==> config.mk <==
export PLATFORM = sky130hd
export DESIGN_NAME = grad_phase_det
export DESIGN_NICKNAME = d
export VERILOG_FILES = /design/src/rtl/gpd_pkg.sv /design/src/rtl/gpd_ctrl.sv /design/src/rtl/gpd_datapath.sv /design/src/rtl/grad_phase_det.sv
export SDC_FILE = /design/constraint.sdc
export NUM_CORES = 1
export LEC_CHECK = 0
export BUFFER_PORTS_ARGS = -buffer_cell sky130_fd_sc_hd__buf_4
export CELL_PAD_IN_SITES_DETAIL_PLACEMENT = 0
export CELL_PAD_IN_SITES_GLOBAL_PLACEMENT = 2
export CORE_MARGIN = 5
export CORE_UTILIZATION = 43
export CTS_CLUSTER_SIZE = 12
export DETAILED_ROUTE_END_ITERATION = 10
export MAX_ROUTING_LAYER = met4
export PLACE_DENSITY_LB_ADDON = 0.08
export SYNTH_ARGS = -nofsm -noshare
export SYNTH_HDL_FRONTEND = slang
export SYNTH_SLANG_ARGS = --single-unit
export TNS_END_PERCENT = 5
==> constraint.sdc <==
create_clock -name clk -period 20.3 [get_ports clk]
set_clock_uncertainty 0.1 [all_clocks]
set_input_delay 6.09 -clock clk [delete_from_list [all_inputs] [get_ports clk]]
set_output_delay 6.09 -clock clk [all_outputs]
set_load 0.05 [all_outputs]
==> src/rtl/gpd_pkg.sv <==
package gpd_pkg;

  // Per-sample strobes from the control to the datapath
  typedef struct packed {
    logic capture;   // register sampleIn as the next predecessor
    logic accum;     // this sample's product joins its pair sum
    logic dump;      // this sample closes the block
  } gpd_strb_t;

endpackage

==> src/rtl/gpd_ctrl.sv <==
module gpd_ctrl
  import gpd_pkg::*;
#(
  parameter int NUM_CH    = 4,
  parameter int DECIM     = 8,
  parameter int BLOCK_LEN = 4096,
  localparam int CH_W     = (NUM_CH > 1) ? $clog2(NUM_CH) : 1
) (
  input  logic            clk,
  input  logic            rstN,
  input  logic            enable,
  input  logic            sampleValid,
  input  logic [CH_W-1:0] chanIdx,
  output gpd_strb_t       strb
);

  localparam int DEC_W = (DECIM > 1) ? $clog2(DECIM) : 1;
  localparam int BLK_W = (BLOCK_LEN > 1) ? $clog2(BLOCK_LEN) : 1;

  logic [CH_W-1:0]  prevChan;
  logic [CH_W-1:0]  expectChan;
  logic             prevOk;
  logic [DEC_W-1:0] decCnt;
  logic [BLK_W-1:0] blkCnt;
  logic             accept;
  logic             lastChan;
  logic             adjacent;
  logic             frameActive;
  logic             blockDone;

  always_comb begin
    accept      = enable && sampleValid;
    lastChan    = (chanIdx == CH_W'(NUM_CH - 1));
    expectChan  = (prevChan == CH_W'(NUM_CH - 1)) ? '0 : prevChan + CH_W'(1);
    adjacent    = prevOk && (chanIdx == expectChan);
    frameActive = (decCnt == '0);
    blockDone   = (blkCnt == BLK_W'(BLOCK_LEN - 1));

    strb.capture = accept;
    strb.accum   = accept && adjacent && frameActive;
    strb.dump    = accept && lastChan && frameActive && blockDone;
  end

  always_ff @(posedge clk or negedge rstN) begin
    if (!rstN) begin
      prevChan <= '0;
      prevOk   <= 1'b0;
      decCnt   <= '0;
      blkCnt   <= '0;
    end else if (!enable) begin
      prevOk <= 1'b0;
    end else if (sampleValid) begin
      prevOk   <= 1'b1;
      prevChan <= chanIdx;
      if (lastChan) begin
        decCnt <= (decCnt == DEC_W'(DECIM - 1)) ? '0 : decCnt + DEC_W'(1);
        if (frameActive)
          blkCnt <= blockDone ? '0 : blkCnt + BLK_W'(1);
      end
    end
  end


  dump_on_last_chan_chk: assert property (@(posedge clk) disable iff (!rstN)
    strb.dump |-> (chanIdx == CH_W'(NUM_CH - 1)));


  blk_range_chk: assert property (@(posedge clk) disable iff (!rstN)
    blkCnt <= BLK_W'(BLOCK_LEN - 1));


  accum_needs_enable_chk: assert property (@(posedge clk) disable iff (!rstN)
    strb.accum |-> (enable && sampleValid));


  stale_after_idle_chk: assert property (@(posedge clk) disable iff (!rstN)
    !enable |=> !strb.accum);

endmodule

==> src/rtl/gpd_datapath.sv <==
module gpd_datapath
  import gpd_pkg::*;
#(
  parameter int NUM_CH   = 4,
  parameter int SAMPLE_W = 12,
  parameter int ACC_W    = 40,
  parameter int ERR_W    = 16,
  localparam int CH_W    = (NUM_CH > 1) ? $clog2(NUM_CH) : 1
) (
  input  logic                     clk,
  input  logic                     rstN,
  input  gpd_strb_t                strb,
  input  logic [SAMPLE_W-1:0]      sampleIn,
  input  logic [CH_W-1:0]          chanIdx,
  output logic                     errValid,
  output logic [NUM_CH*ERR_W-1:0]  errWords
);

  localparam int DIFF_W = SAMPLE_W + 1;
  localparam int PROD_W = DIFF_W + SAMPLE_W;

  logic signed [SAMPLE_W-1:0] prevSample;
  logic signed [SAMPLE_W-1:0] curSample;
  logic signed [DIFF_W-1:0]   diffComb;
  logic signed [PROD_W-1:0]   prodComb;
  logic signed [PROD_W-1:0]   prodQ;
  logic                       accQ;
  logic                       dumpQ;
  logic [CH_W-1:0]            pairQ;
  logic                       errValidQ;

  // Slope times the older sample
  always_comb begin
    curSample = $signed(sampleIn);
    diffComb  = DIFF_W'(curSample) - DIFF_W'(prevSample);
    prodComb  = PROD_W'(diffComb) * PROD_W'(prevSample);
  end

  always_ff @(posedge clk or negedge rstN) begin
    if (!rstN) begin
      prevSample <= '0;
      prodQ      <= '0;
      accQ       <= 1'b0;
      dumpQ      <= 1'b0;
      pairQ      <= '0;
      errValidQ  <= 1'b0;
    end else begin
      if (strb.capture)
        prevSample <= curSample;
      prodQ     <= prodComb;
      accQ      <= strb.accum;
      dumpQ     <= strb.dump;
      pairQ     <= chanIdx;
      errValidQ <= dumpQ;
    end
  end

  assign errValid = errValidQ;

  for (genvar p = 0; p < NUM_CH; p++) begin : g_pair
    logic signed [ACC_W-1:0] accR;
    logic signed [ACC_W-1:0] sumNext;
    logic [ERR_W-1:0]        wordR;

    always_comb begin
      sumNext = accR;
      if (accQ && (pairQ == CH_W'(p)))
        sumNext = accR + ACC_W'(prodQ);
    end

    always_ff @(posedge clk or negedge rstN) begin
      if (!rstN) begin
        accR  <= '0;
        wordR <= '0;
      end else if (dumpQ) begin
        wordR <= sumNext[ACC_W-1 -: ERR_W];
        accR  <= '0;
      end else begin
        accR  <= sumNext;
      end
    end

    assign errWords[p*ERR_W +: ERR_W] = wordR;


    acc_clear_chk: assert property (@(posedge clk) disable iff (!rstN)
      dumpQ |=> (accR == '0));
  end


  words_hold_chk: assert property (@(posedge clk) disable iff (!rstN)
    !errValidQ |-> $stable(errWords));

endmodule

==> src/rtl/grad_phase_det.sv <==
module grad_phase_det
  import gpd_pkg::*;
#(
  parameter int NUM_CH    = 4,
  parameter int SAMPLE_W  = 12,
  parameter int ACC_W     = 40,
  parameter int ERR_W     = 16,
  parameter int BLOCK_LEN = 4096,
  parameter int DECIM     = 8,
  localparam int CH_W     = (NUM_CH > 1) ? $clog2(NUM_CH) : 1
) (
  input  logic                    clk,
  input  logic                    rstN,
  input  logic                    enable,
  input  logic                    sampleValid,
  input  logic [SAMPLE_W-1:0]     sampleIn,
  input  logic [CH_W-1:0]         chanIdx,
  output logic                    errValid,
  output logic [NUM_CH*ERR_W-1:0] errWords
);

  gpd_strb_t strb;

  gpd_ctrl #(
    .NUM_CH   (NUM_CH),
    .DECIM    (DECIM),
    .BLOCK_LEN(BLOCK_LEN)
  ) ctrl_i (
    .clk        (clk),
    .rstN       (rstN),
    .enable     (enable),
    .sampleValid(sampleValid),
    .chanIdx    (chanIdx),
    .strb       (strb)
  );

  gpd_datapath #(
    .NUM_CH  (NUM_CH),
    .SAMPLE_W(SAMPLE_W),
    .ACC_W   (ACC_W),
    .ERR_W   (ERR_W)
  ) dp_i (
    .clk     (clk),
    .rstN    (rstN),
    .strb    (strb),
    .sampleIn(sampleIn),
    .chanIdx (chanIdx),
    .errValid(errValid),
    .errWords(errWords)
  );


  freeze_chk: assert property (@(posedge clk) disable iff (!rstN)
    !enable |-> ##2 (!errValid && $stable(errWords)));

endmodule

==> results of run 1 <==
[worst paths after layout]
kind	to	slack (ns)	cells past startpoint
min reg2reg	dp_i.g_pair[0].wordR[10]$_DFFE_PN0P_	0.38	1
min	dp_i.g_pair[0].wordR[10]$_DFFE_PN0P_	0.38	1
max reg2reg	dp_i.prodQ[24]$_DFF_PN0_	11.69	31
min in group asynchronous	dp_i.g_pair[2].wordR[8]$_DFFE_PN0P_	5.45	1
max	dp_i.prodQ[24]$_DFF_PN0_	6.98	32
max in group asynchronous	dp_i.dumpQ$_DFF_PN0_	12.29	3
[flip-flops by register name, summed over array words and instances, names as in the netlist]
| name | cells |
|---|---|
| ctrl_i.prevChan | 2 |
| ctrl_i.decCnt | 3 |
| dp_i.prodQ | 25 |
| dp_i.accQ | 1 |
| dp_i.g_pair.wordR | 64 |
| dp_i.errValid | 1 |
| ctrl_i.blkCnt | 12 |
| dp_i.g_pair.accR | 160 |
| dp_i.pairQ | 2 |
| ctrl_i.prevOk | 1 |
| dp_i.dumpQ | 1 |
| dp_i.prevSample | 12 |
[synthesized netlist by cell type, drive strengths merged, types with 5 or more instances]
library cell / number / area, µm²
a211o: 11 / 96.3
a211oi: 37 / 288
a21boi: 8 / 60.1
a21o: 99 / 743
a21oi: 321 / 1620
a221oi: 5 / 56.3
a311oi: 5 / 43.8
a31oi: 28 / 175
and2: 61 / 382
and3: 26 / 163
buf: 9 / 42.5
clkbuf: 96 / 360
dfrtp: 284 / 7110
fa: 151 / 3020
ha: 226 / 2830
inv: 237 / 890
mux2: 16 / 180
mux2i: 32 / 320
nand2: 344 / 1290
nand2b: 29 / 189
nand3: 43 / 215
nand3b: 8 / 60.1
nand4: 28 / 175
nor2: 270 / 1010
nor2b: 19 / 119
nor3: 30 / 155
o211ai: 15 / 118
o21a: 28 / 210
o21ai: 102 / 518
o21bai: 19 / 143
o31a: 5 / 43.8
o31ai: 14 / 129
or3: 18 / 113
xnor2: 121 / 1060
xor2: 52 / 455
[area by class of cell]
type,count,area (µm²),share of cell area [%]
Multi-Input combinational cell,2230,16600,59.9
Sequential cell,284,7110,25.7
Clock buffer,49,1040,3.77
Tap cell,765,957,3.46
Inverter,237,890,3.22
Timing Repair Buffer,100,758,2.74
Clock inverter,18,307,1.11
[layer usage]
layer	vias to the layer above	wire length [µm]	track usage, %
met1	9552	30400	28.1
met3	69	2130	2.74
met5	-	0	-
li1	9861	-	-
met4	0	1230	4.37
met2	263	29400	33.7
[cells in the final DEF (no fill, tap or decap), drive strengths merged, types with 26 or more instances in the layout]
master	count
a211oi	37
a21o	99
a21oi	321
a31oi	28
and2	61
and3	26
buf	100
clkbuf	49
dfrtp	284
fa	151
ha	226
inv	238
mux2i	32
nand2	344
nand2b	29
nand3	43
nand4	28
nor2	270
nor3	30
o21a	28
o21ai	102
xnor2	121
xor2	52
[worst max-delay path, delay by kind of cell]
family                   cells  cell delay (ns)
adder cells (fa/ha/maj)      8             3.28
AO/OA/AOI/OAI               12             3.18
buffers and inverters        7             0.55
AND/OR/NAND/NOR              4             0.38
XOR/XNOR                     1             0.14
[logic make-up (layout without fill, tap and decap cells)]
kind of cell	count (synthesis)	in the layout
simple gates	894	894
compound gates	738	738
fa+ha+maj	377	377
buf+inv	342	404
flops	284	284
xor+xnor	173	173
mux	48	48
[stage by stage]
stage	hold slack [ns]	worst slack [ns]
final	0.381	6.98
after global placement	0.367	6.46
after global routing	0.399	6.31
after detailed placement	0.371	6.32
after floorplan	0.252	7.48
after CTS	0.384	6.89
==> flow_summary_export.csv, run 1 <==
group,metric,value,unit
synth,synth_cell_type_count,81,
clocking,clock-root-buffer,"clkbuf_16",
synth,netlist_area,0.0249,mm²
route,drt.antenna.violating_nets,0,
die,fp-row-count,88,
final_layout,fin_util,48.0,%
critical_path,cp-end-kind,"flop",
clocking,clockBufferDepth,3,
synth,syn-num-nets,3251,
synth,synth_warnings,0,
job,max_cap_viol_count,0,
global_routing,grt_pass1_vias,20100,
final_layout,nets,3286,
die,die_x,251,µm
clocking,htreeDepth,2,
final_layout,antenna_cells,0,
synth,synthCells,2856,
synth,synth-edff-count,0,
timing,fin_setup_tns,0,ns
critical_path,crit_arrival,13.63,ns
timing,fin_crit_sh,65.6,%
final_layout,synthToLayoutAreaGrowth,10.7,%
synth,synth-xor-area-share,6.07,%
clocking,clkTransAtPathRegs,0.06,ns
synth,ys_seq_elements,284,
place,portBuffers,82,
timing,fin_crit,13.32,ns
final_layout,stdcell_area,0.0276,mm²
critical_path,startpoint,"sampleIn[0]",
timing,max_freq,75.1,MHz
route,avgRoutedWirePerCell,17.2,µm
clocking,cts_buffers,38,
synth,synth-compound-area-share,18.7,%
place,place.gp.congestion,0.879,
timing,hold_violations,0,
synth,synth.area.mux_share,2.01,%
timing,rsz0062_at_grt,"no",
timing,worst_pin_slew,1.18,ns
global_routing,antenna_found_initial,0,
timing,slew_viol_final,0,
route,routed_wl,63.2,mm
synth,syn_area_per_cell,8.73,µm²
final_layout,layout.cells.non_filler,3683,
clocking,clk_latency,0.56,ns
clocking,cts_tree,"built",
die,dieArea,0.0629,mm²
clocking,cts_setup_buffers,0,
hold_path,min_from,"dp_i.g_pair[0].wordR[10]$_DFFE_PN0P_",
clocking,cts_hold_buffers,0,
route,drcViolationCount,0,
synth,async_reset_ff_share,100,%
global_routing,grt_max_degree,112,
place,post-dp-hpwl,47.1,mm
synth,synth_top_family_by_area,"adder cells",
die,start_util,43.3,%
route,vias,19700,
timing,finalSetupViolations,0,
critical_path,slowest_stage,"o41ai_4",
critical_path,r2r-start,"dp_i.prevSample[1]$_DFFE_PN0P_",
hold_path,hold_path.class,"reg2reg",
critical_path,startpoint_type,"input pin",
place,dpl_cell_area,0.0263,mm²
route,viasPerCell,5.36,
place,dp.cells,3616,
status,status,"finished, final reports clean",
final_layout,drive_gt1_share,7.20,%
die,core,0.0576,mm²
critical_path,worstSetupPathType,"in2reg",
synth,synthAdderAreaFrac,23.5,%
die,die_height,251,µm
die,io_pins,83,
route,drtPass1Iterations,6,
critical_path,slowest_delay,0.77,ns
synth,synth_ff_type,"dfrtp_1",
global_routing,grt_pass1_wl,107,mm
timing,relSlewSlack,20.8,%
synth,synth-simple-area-share,16.1,%
global_routing,grt_overflow,0,
global_routing,track_usage,20.8,%
critical_path,cp.required,20.62,ns
critical_path,crit_fanout,18,
final_layout,fillers,5626,
clocking,postCtsResizedCells,0,
clocking,clkSinkCount,284,
synth,ys_seq_area_share,28.5,%
critical_path,cpMostUsedCell,"inv_1",
route,dr.first_iter.drc_count,865,
Power of run 1 is left out: the tool's default activity adds up to more than one toggle a clock period on the data nets, which glitch-free logic cannot reach.
==> inputs of run 2 (changes only) <==
--- a/config.mk
+++ b/config.mk
@@ -9,7 +9,7 @@
 export CELL_PAD_IN_SITES_DETAIL_PLACEMENT = 0
 export CELL_PAD_IN_SITES_GLOBAL_PLACEMENT = 2
 export CORE_MARGIN = 5
-export CORE_UTILIZATION = 43
+export CORE_UTILIZATION = 40
 export CTS_CLUSTER_SIZE = 12
 export DETAILED_ROUTE_END_ITERATION = 10
 export MAX_ROUTING_LAYER = met4
==> constraint.sdc (replaced) <==
create_clock -name clk -period 12.6 [get_ports clk]
set_clock_uncertainty 0.1 [all_clocks]
set_input_delay 3.78 -clock clk [delete_from_list [all_inputs] [get_ports clk]]
set_output_delay 3.78 -clock clk [all_outputs]
set_load 0.05 [all_outputs]
==> flow_summary_export.csv, run 2 (synthesis results as in run 1) <==
group,metric,value,unit
timing,setup_slack,1.63,ns
timing,max_freq,91.2,MHz
critical_path,slowest_delay,0.72,ns
timing,finalSetupViolations,0,
timing,worst_pin_slew,0.913,ns
critical_path,rrSetupSlack,4.30,ns
clocking,cts_setup_buffers,0,
critical_path,cp.required,12.91,ns
global_routing,track_usage,19.8,%
die,fp-row-count,91,
route,drt.antenna.violating_nets,0,
route,drtPass1Iterations,5,
clocking,clkTransAtPathRegs,0.05,ns
final_layout,drive_gt1_share,7.45,%
place,portBuffers,82,
die,start_util,40.4,%
hold_path,hold_path.class,"reg2reg",
final_layout,fillers,6145,
clocking,cts_hold_buffers,0,
final_layout,regMostFlops,"dp_i.g_pair.accR",
timing,rsz0062_at_grt,"no",
route,routed_wl,64.4,mm
final_layout,final_common_cell,"nand2_1",
global_routing,antenna_found_initial,0,
timing,fin_crit,10.97,ns
clocking,cts_buffers,38,
die,core,0.0617,mm²
place,place_ws,0.971,ns
final_layout,synthToLayoutAreaGrowth,11.1,%
final_layout,fin_util,44.9,%
clocking,htreeDepth,2,
route,drcViolationCount,0,
place,place.gp.congestion,0.892,
critical_path,slowest_stage,"xor2_1",
clocking,clk_latency,0.56,ns
critical_path,crit_fanout,12,
critical_path,worstSetupPathType,"in2reg",
clocking,clkSinkCount,284,
die,io_pins,83,
clocking,clock-root-buffer,"clkbuf_16",
critical_path,critPathTopFamily,"adder cells",
final_layout,antenna_cells,0,
global_routing,grt_overflow,0,
die,die_x,260,µm
route,viasPerCell,5.29,
final_layout,largest_register_ffs,160,
timing,hold_violations,0,
clocking,postCtsResizedCells,0,
critical_path,crit_buf_inv,5,
route,vias,19900,
place,post-dp-hpwl,48.0,mm
clocking,clockBufferDepth,3,
job,max_cap_viol_count,0,
final_layout,nets,3293,
route,dr.first_iter.drc_count,1017,
global_routing,grt_max_degree,99,
global_routing,grt_pass1_wl,108,mm
final_layout,reg.largest.list,"dp_i.g_pair.accR (160), dp_i.g_pair.wordR (64), dp_i.prodQ (25)",
clocking,cts_tree,"built",
critical_path,startpoint_type,"input pin",
die,dieArea,0.0675,mm²
critical_path,cp-end-kind,"flop",
route,avgRoutedWirePerCell,17.1,µm
timing,fin_crit_sh,87.0,%
status,status,"finished, final reports clean",
critical_path,crit_arrival,11.28,ns
timing,slew_viol_final,0,
timing,relSlewSlack,38.9,%
final_layout,final_cell_mix,"nand2_1, a21oi_1, dfrtp_1, nor2_1, inv_1",
critical_path,cpMostUsedCell,"fa_1",
timing,fin_setup_tns,0,ns
die,die_height,260,µm
global_routing,grt_pass1_vias,20400,
## run 2: changes by cell type in the layout (fill, tap and decap cells not counted), sizes merged
cell	before	now
bufinv	7	2
clkinvlp	5	0
clkbuf	49	54
clkinv	5	10
buf	100	107
## run 2: worst paths after layout
kind,start,to,cells past startpoint
worst max-delay path,sampleIn[0],dp_i.prodQ[24]$_DFF_PN0_,32
worst min-delay path,dp_i.g_pair[0].wordR[10]$_DFFE_PN0P_,dp_i.g_pair[0].wordR[10]$_DFFE_PN0P_,1
worst max register to register,dp_i.prevSample[0]$_DFFE_PN0P_,dp_i.prodQ[24]$_DFF_PN0_,30
worst min register to register,dp_i.g_pair[0].wordR[10]$_DFFE_PN0P_,dp_i.g_pair[0].wordR[10]$_DFFE_PN0P_,1
max in group asynchronous,rstN,dp_i.dumpQ$_DFF_PN0_,2
min in group asynchronous,rstN,dp_i.g_pair[2].wordR[7]$_DFFE_PN0P_,1
## run 2: per-layer routing
| metal | up-vias | part of all wire, % | GRT usage (%) |
|---|---|---|---|
| li1 | 9896 | - | - |
| met1 | 9659 | 48 | 26.6 |
| met2 | 258 | 46 | 32.0 |
| met3 | 86 | 3.2 | 2.29 |
| met4 | 0 | 2.9 | 5.64 |
| met5 | - | 0 | - |
## run 2: through the flow
stage                     std cells  instance area [µm²]  hold slack [ns]
after detailed placement       3695                26400            0.376
after global placement         3695                26400            0.371
final                          3762                27700            0.382
after floorplan                2856                24900            0.252
after CTS                      3762                27700            0.388
after global routing           3762                27700            0.404
## run 2: layout make-up
cell class / count / area (µm²) / share of cell area (%)
Inverter: 237 / 890 / 3.21
Clock inverter: 13 / 144 / 0.519
Clock buffer: 54 / 1140 / 4.13
Tap cell: 837 / 1050 / 3.78
Timing Repair Buffer: 107 / 811 / 2.93
Multi-Input combinational cell: 2230 / 16600 / 59.8
Sequential cell: 284 / 7110 / 25.7
## run 2: worst reg2reg max path, delay by kind of cell (launching register included)
family | cells | cell delay, ns
fa+ha+maj | 8 | 3.60
compound gates | 11 | 2.16
xor+xnor | 2 | 0.87
simple gates | 6 | 0.70
flops | 1 | 0.57
buf+inv | 3 | 0.14
Power of run 2 is left out for the same reason.
==> inputs of run 3 (changes only) <==
--- a/config.mk
+++ b/config.mk
@@ -8,7 +8,6 @@
 export BUFFER_PORTS_ARGS = -buffer_cell sky130_fd_sc_hd__buf_4
 export CELL_PAD_IN_SITES_DETAIL_PLACEMENT = 0
 export CELL_PAD_IN_SITES_GLOBAL_PLACEMENT = 2
-export CORE_MARGIN = 5
 export CORE_UTILIZATION = 40
 export CTS_CLUSTER_SIZE = 12
 export DETAILED_ROUTE_END_ITERATION = 10
@@ -16,5 +15,6 @@
 export PLACE_DENSITY_LB_ADDON = 0.08
 export SYNTH_ARGS = -nofsm -noshare
 export SYNTH_HDL_FRONTEND = slang
+export SYNTH_HIERARCHICAL = 1
 export SYNTH_SLANG_ARGS = --single-unit
 export TNS_END_PERCENT = 5
==> flow_summary_export.csv, run 3 <==
group,metric,value,unit
status,status,"finished, final reports clean",
power_and_ir_drop,power_frac_comb,71.3,%
route,avgRoutedWirePerCell,17.1,µm
synth,synth_cell_type_count,90,
final_layout,largest_register_ffs,160,
hold_path,hold_path.class,"reg2reg",
route,drt.antenna.violating_nets,0,
final_layout,multi_input_area,0.0169,mm²
critical_path,rrSetupSlack,4.31,ns
die,die_height,255,µm
power_and_ir_drop,p_int,4430,µW
place,dp.cells,3773,
power_and_ir_drop,pwr-share-seq,15.9,%
place,post-dp-hpwl,47.5,mm
synth,netlist_area,0.0255,mm²
timing,max_freq,91.2,MHz
final_layout,synthToLayoutAreaGrowth,9.95,%
clocking,htreeDepth,2,
power_and_ir_drop,switching_share,47.8,%
critical_path,crit_fanout,12,
global_routing,track_usage,21.3,%
synth,syn-num-nets,3363,
clocking,cts_tree,"built",
timing,worst_pin_slew,1.11,ns
die,die_x,255,µm
clocking,clkSinkCount,284,
place,place.gp.congestion,0.846,
critical_path,startpoint_type,"input pin",
final_layout,reg.largest.list,"dp_i/g_pair.accR (160), dp_i/g_pair.wordR (64), dp_i/prodQ (25)",
critical_path,critPathTopFamily,"adder cells",
route,dr.first_iter.drc_count,957,
final_layout,nets,3362,
power_and_ir_drop,clkPwrFrac,12.8,%
synth,synthAdderAreaFrac,22.9,%
synth,ys_seq_elements,284,
global_routing,grt_max_degree,211,
final_layout,drive_gt1_share,6.69,%
power_and_ir_drop,ir_worst_vdd,0.336,mV
timing,finalSetupViolations,0,
final_layout,regArea,0.00711,mm²
route,vias,20400,
final_layout,final_cell_mix,"nand2_1, a21oi_1, dfrtp_1, nor2_1, inv_1",
critical_path,worstSetupEndpoint,"dp_i/prodQ[24]$_DFF_PN0_",
critical_path,startpoint,"sampleIn[0]",
die,io_pins,83,
synth,synth-compound-area-share,19.1,%
critical_path,cpMostUsedCell,"fa_1",
synth,synth-simple-area-share,16.5,%
final_layout,fillers,6286,
clocking,cts_setup_buffers,0,
clocking,clock-root-buffer,"clkbuf_16",
synth,synth_most_common_cell,"nand2_1",
clocking,clk_latency,0.55,ns
die,fp-row-count,92,
critical_path,crit_arrival,11.33,ns
route,routed_wl,65.7,mm
critical_path,r2r-start,"dp_i/prevSample[0]$_DFFE_PN0P_",
critical_path,worstSetupPathType,"in2reg",
critical_path,slowest_stage,"fa_1",
global_routing,grt_pass1_wl,108,mm
synth,async_reset_ff_share,100,%
clocking,cts_buffers,38,
power_and_ir_drop,power_density,303,mW/mm²
synth,synth_commonest_cells,"nand2_1, a21oi_1, dfrtp_1",
global_routing,grt_pass1_vias,20800,
final_layout,layout.cells.non_filler,3837,
route,drtPass1Iterations,5,
synth,synth-edff-count,0,
global_routing,grt_overflow,0,
synth,synth-xor-area-share,6.31,%
timing,relSlewSlack,26.3,%
job,max_cap_viol_count,0,
critical_path,slowest_delay,0.52,ns
critical_path,cp.required,12.96,ns
die,core,0.0631,mm²
global_routing,antenna_found_initial,0,
clocking,postCtsResizedCells,0,
synth,synth_top_area_share,27.8,%
power_and_ir_drop,netSwitchingPower,4060,µW
clocking,cts_hold_buffers,0,
final_layout,final_common_cell,"nand2_1",
timing,hold_violations,0,
critical_path,path_depth,34,
critical_path,crit_buf_inv,7,
timing,rsz0062_at_grt,"no",
timing,slew_viol_final,0,
final_layout,regMostFlops,"dp_i/g_pair.accR",
synth,synth_area_leader_cell,"dfrtp_1",
die,start_util,40.5,%
critical_path,crit-reg2reg-capture,"dp_i/prodQ[24]$_DFF_PN0_",
synth,synth_top_family_by_area,"adder cells",
die,dieArea,0.0648,mm²
synth,synth_area_leaders,"dfrtp_1, fa_1, ha_1",
power_and_ir_drop,leakage,0.0137,µW
synth,synth_ff_type,"dfrtp_1",
place,portBuffers,82,
clocking,clockBufferDepth,3,
synth,synth_warnings,6,
critical_path,cp-end-kind,"flop",
synth,ys_seq_area_share,27.8,%
critical_path,reg2regPathDepth,32,
synth,synthCells,2968,
synth,syn_area_per_cell,8.60,µm²
clocking,clkTransAtPathRegs,0.06,ns
route,viasPerCell,5.32,
timing,fin_setup_tns,0,ns
synth,synth.area.mux_share,1.48,%
timing,fin_crit,10.97,ns
route,drcViolationCount,0,
timing,fin_crit_sh,87.0,%
## run 3: changes by cell type in the layout (fill, tap and decap cells not counted), moves of 7 or more
cell and change:
and3_1 -9, xor2_1 +8, nor3_1 -13, nand3_1 +13
o21bai_1 +15, buf_4 -9, inv_1 +17, nor2b_1 +10
nor2_1 -7, a211oi_1 -7, mux2_2 -11, nand2_1 +25
o21ai_0 +17, a21o_1 -11
## run 3: stage by stage
| step | setup WS, ns | hold WS [ns] | utilization, % | total power, µW | cell area (µm²) |
|---|---|---|---|---|---|
| after global placement | 1.16 | 0.353 | 42.6 | 7380 | 26800 |
| after floorplan | 1.75 | 0.283 | - | 6130 | 25500 |
| final | 1.63 | 0.377 | 44.5 | 8490 | 28100 |
| after CTS | 1.66 | 0.381 | 44.5 | 8610 | 28100 |
| after global routing | 1.09 | 0.396 | 44.5 | 9490 | 28100 |
| after detailed placement | 1.10 | 0.372 | 42.6 | 7450 | 26800 |
## run 3: per-layer routing
| layer | up-vias | part of all wire (%) | GRT usage (%) |
|---|---|---|---|
| li1 | 10100 | - | - |
| met4 | 0 | 2.0 | 5.36 |
| met2 | 224 | 48 | 35.9 |
| met5 | - | 0 | - |
| met3 | 65 | 2.9 | 2.42 |
| met1 | 9965 | 47 | 27.3 |
## run 3: final cells by class
class	instances	area share [%]
antenna	1	0.00891
clock buffer	52	3.72
clock inverter	11	0.628
inverter	253	3.38
multi-input combinational	2290	60.4
sequential	284	25.3
tap	846	3.77
timing repair buffer	100	2.79
## run 3: logic make-up after synthesis
group | Yosys count
simple gates | 928
compound gates | 764
buf+inv | 394
fa+ha+maj | 377
flops | 284
xor+xnor | 184
mux | 37
## run 3: worst min-delay path by stage
stage                     cells after the start                           from                       endpoint  slack, ns
after floorplan                               0           dp_i/dumpQ$_DFF_PN0_        dp_i/errValid$_DFF_PN0_       0.28
after global placement                        1  ctrl_i/blkCnt[10]$_DFFE_PN0P_  ctrl_i/blkCnt[10]$_DFFE_PN0P_       0.35
after detailed placement                      1  ctrl_i/blkCnt[10]$_DFFE_PN0P_  ctrl_i/blkCnt[10]$_DFFE_PN0P_       0.37
after CTS                                     1  ctrl_i/blkCnt[10]$_DFFE_PN0P_  ctrl_i/blkCnt[10]$_DFFE_PN0P_       0.38
after global routing                          1  ctrl_i/blkCnt[11]$_DFFE_PN0P_  ctrl_i/blkCnt[11]$_DFFE_PN0P_       0.40
final                                         1  ctrl_i/blkCnt[10]$_DFFE_PN0P_  ctrl_i/blkCnt[10]$_DFFE_PN0P_       0.38
## run 3: power groups by stage
stage               Clock [µW]  Sequential, µW  Combinational (µW)
finish                    1080            1350                6050
global route              1160            1370                6960
CTS                       1130            1360                6120
detailed placement           0            1370                6080
global placement             0            1370                6010
floorplan                    0            1230                4900
Note: power is estimated with default switching activity, not from simulation.
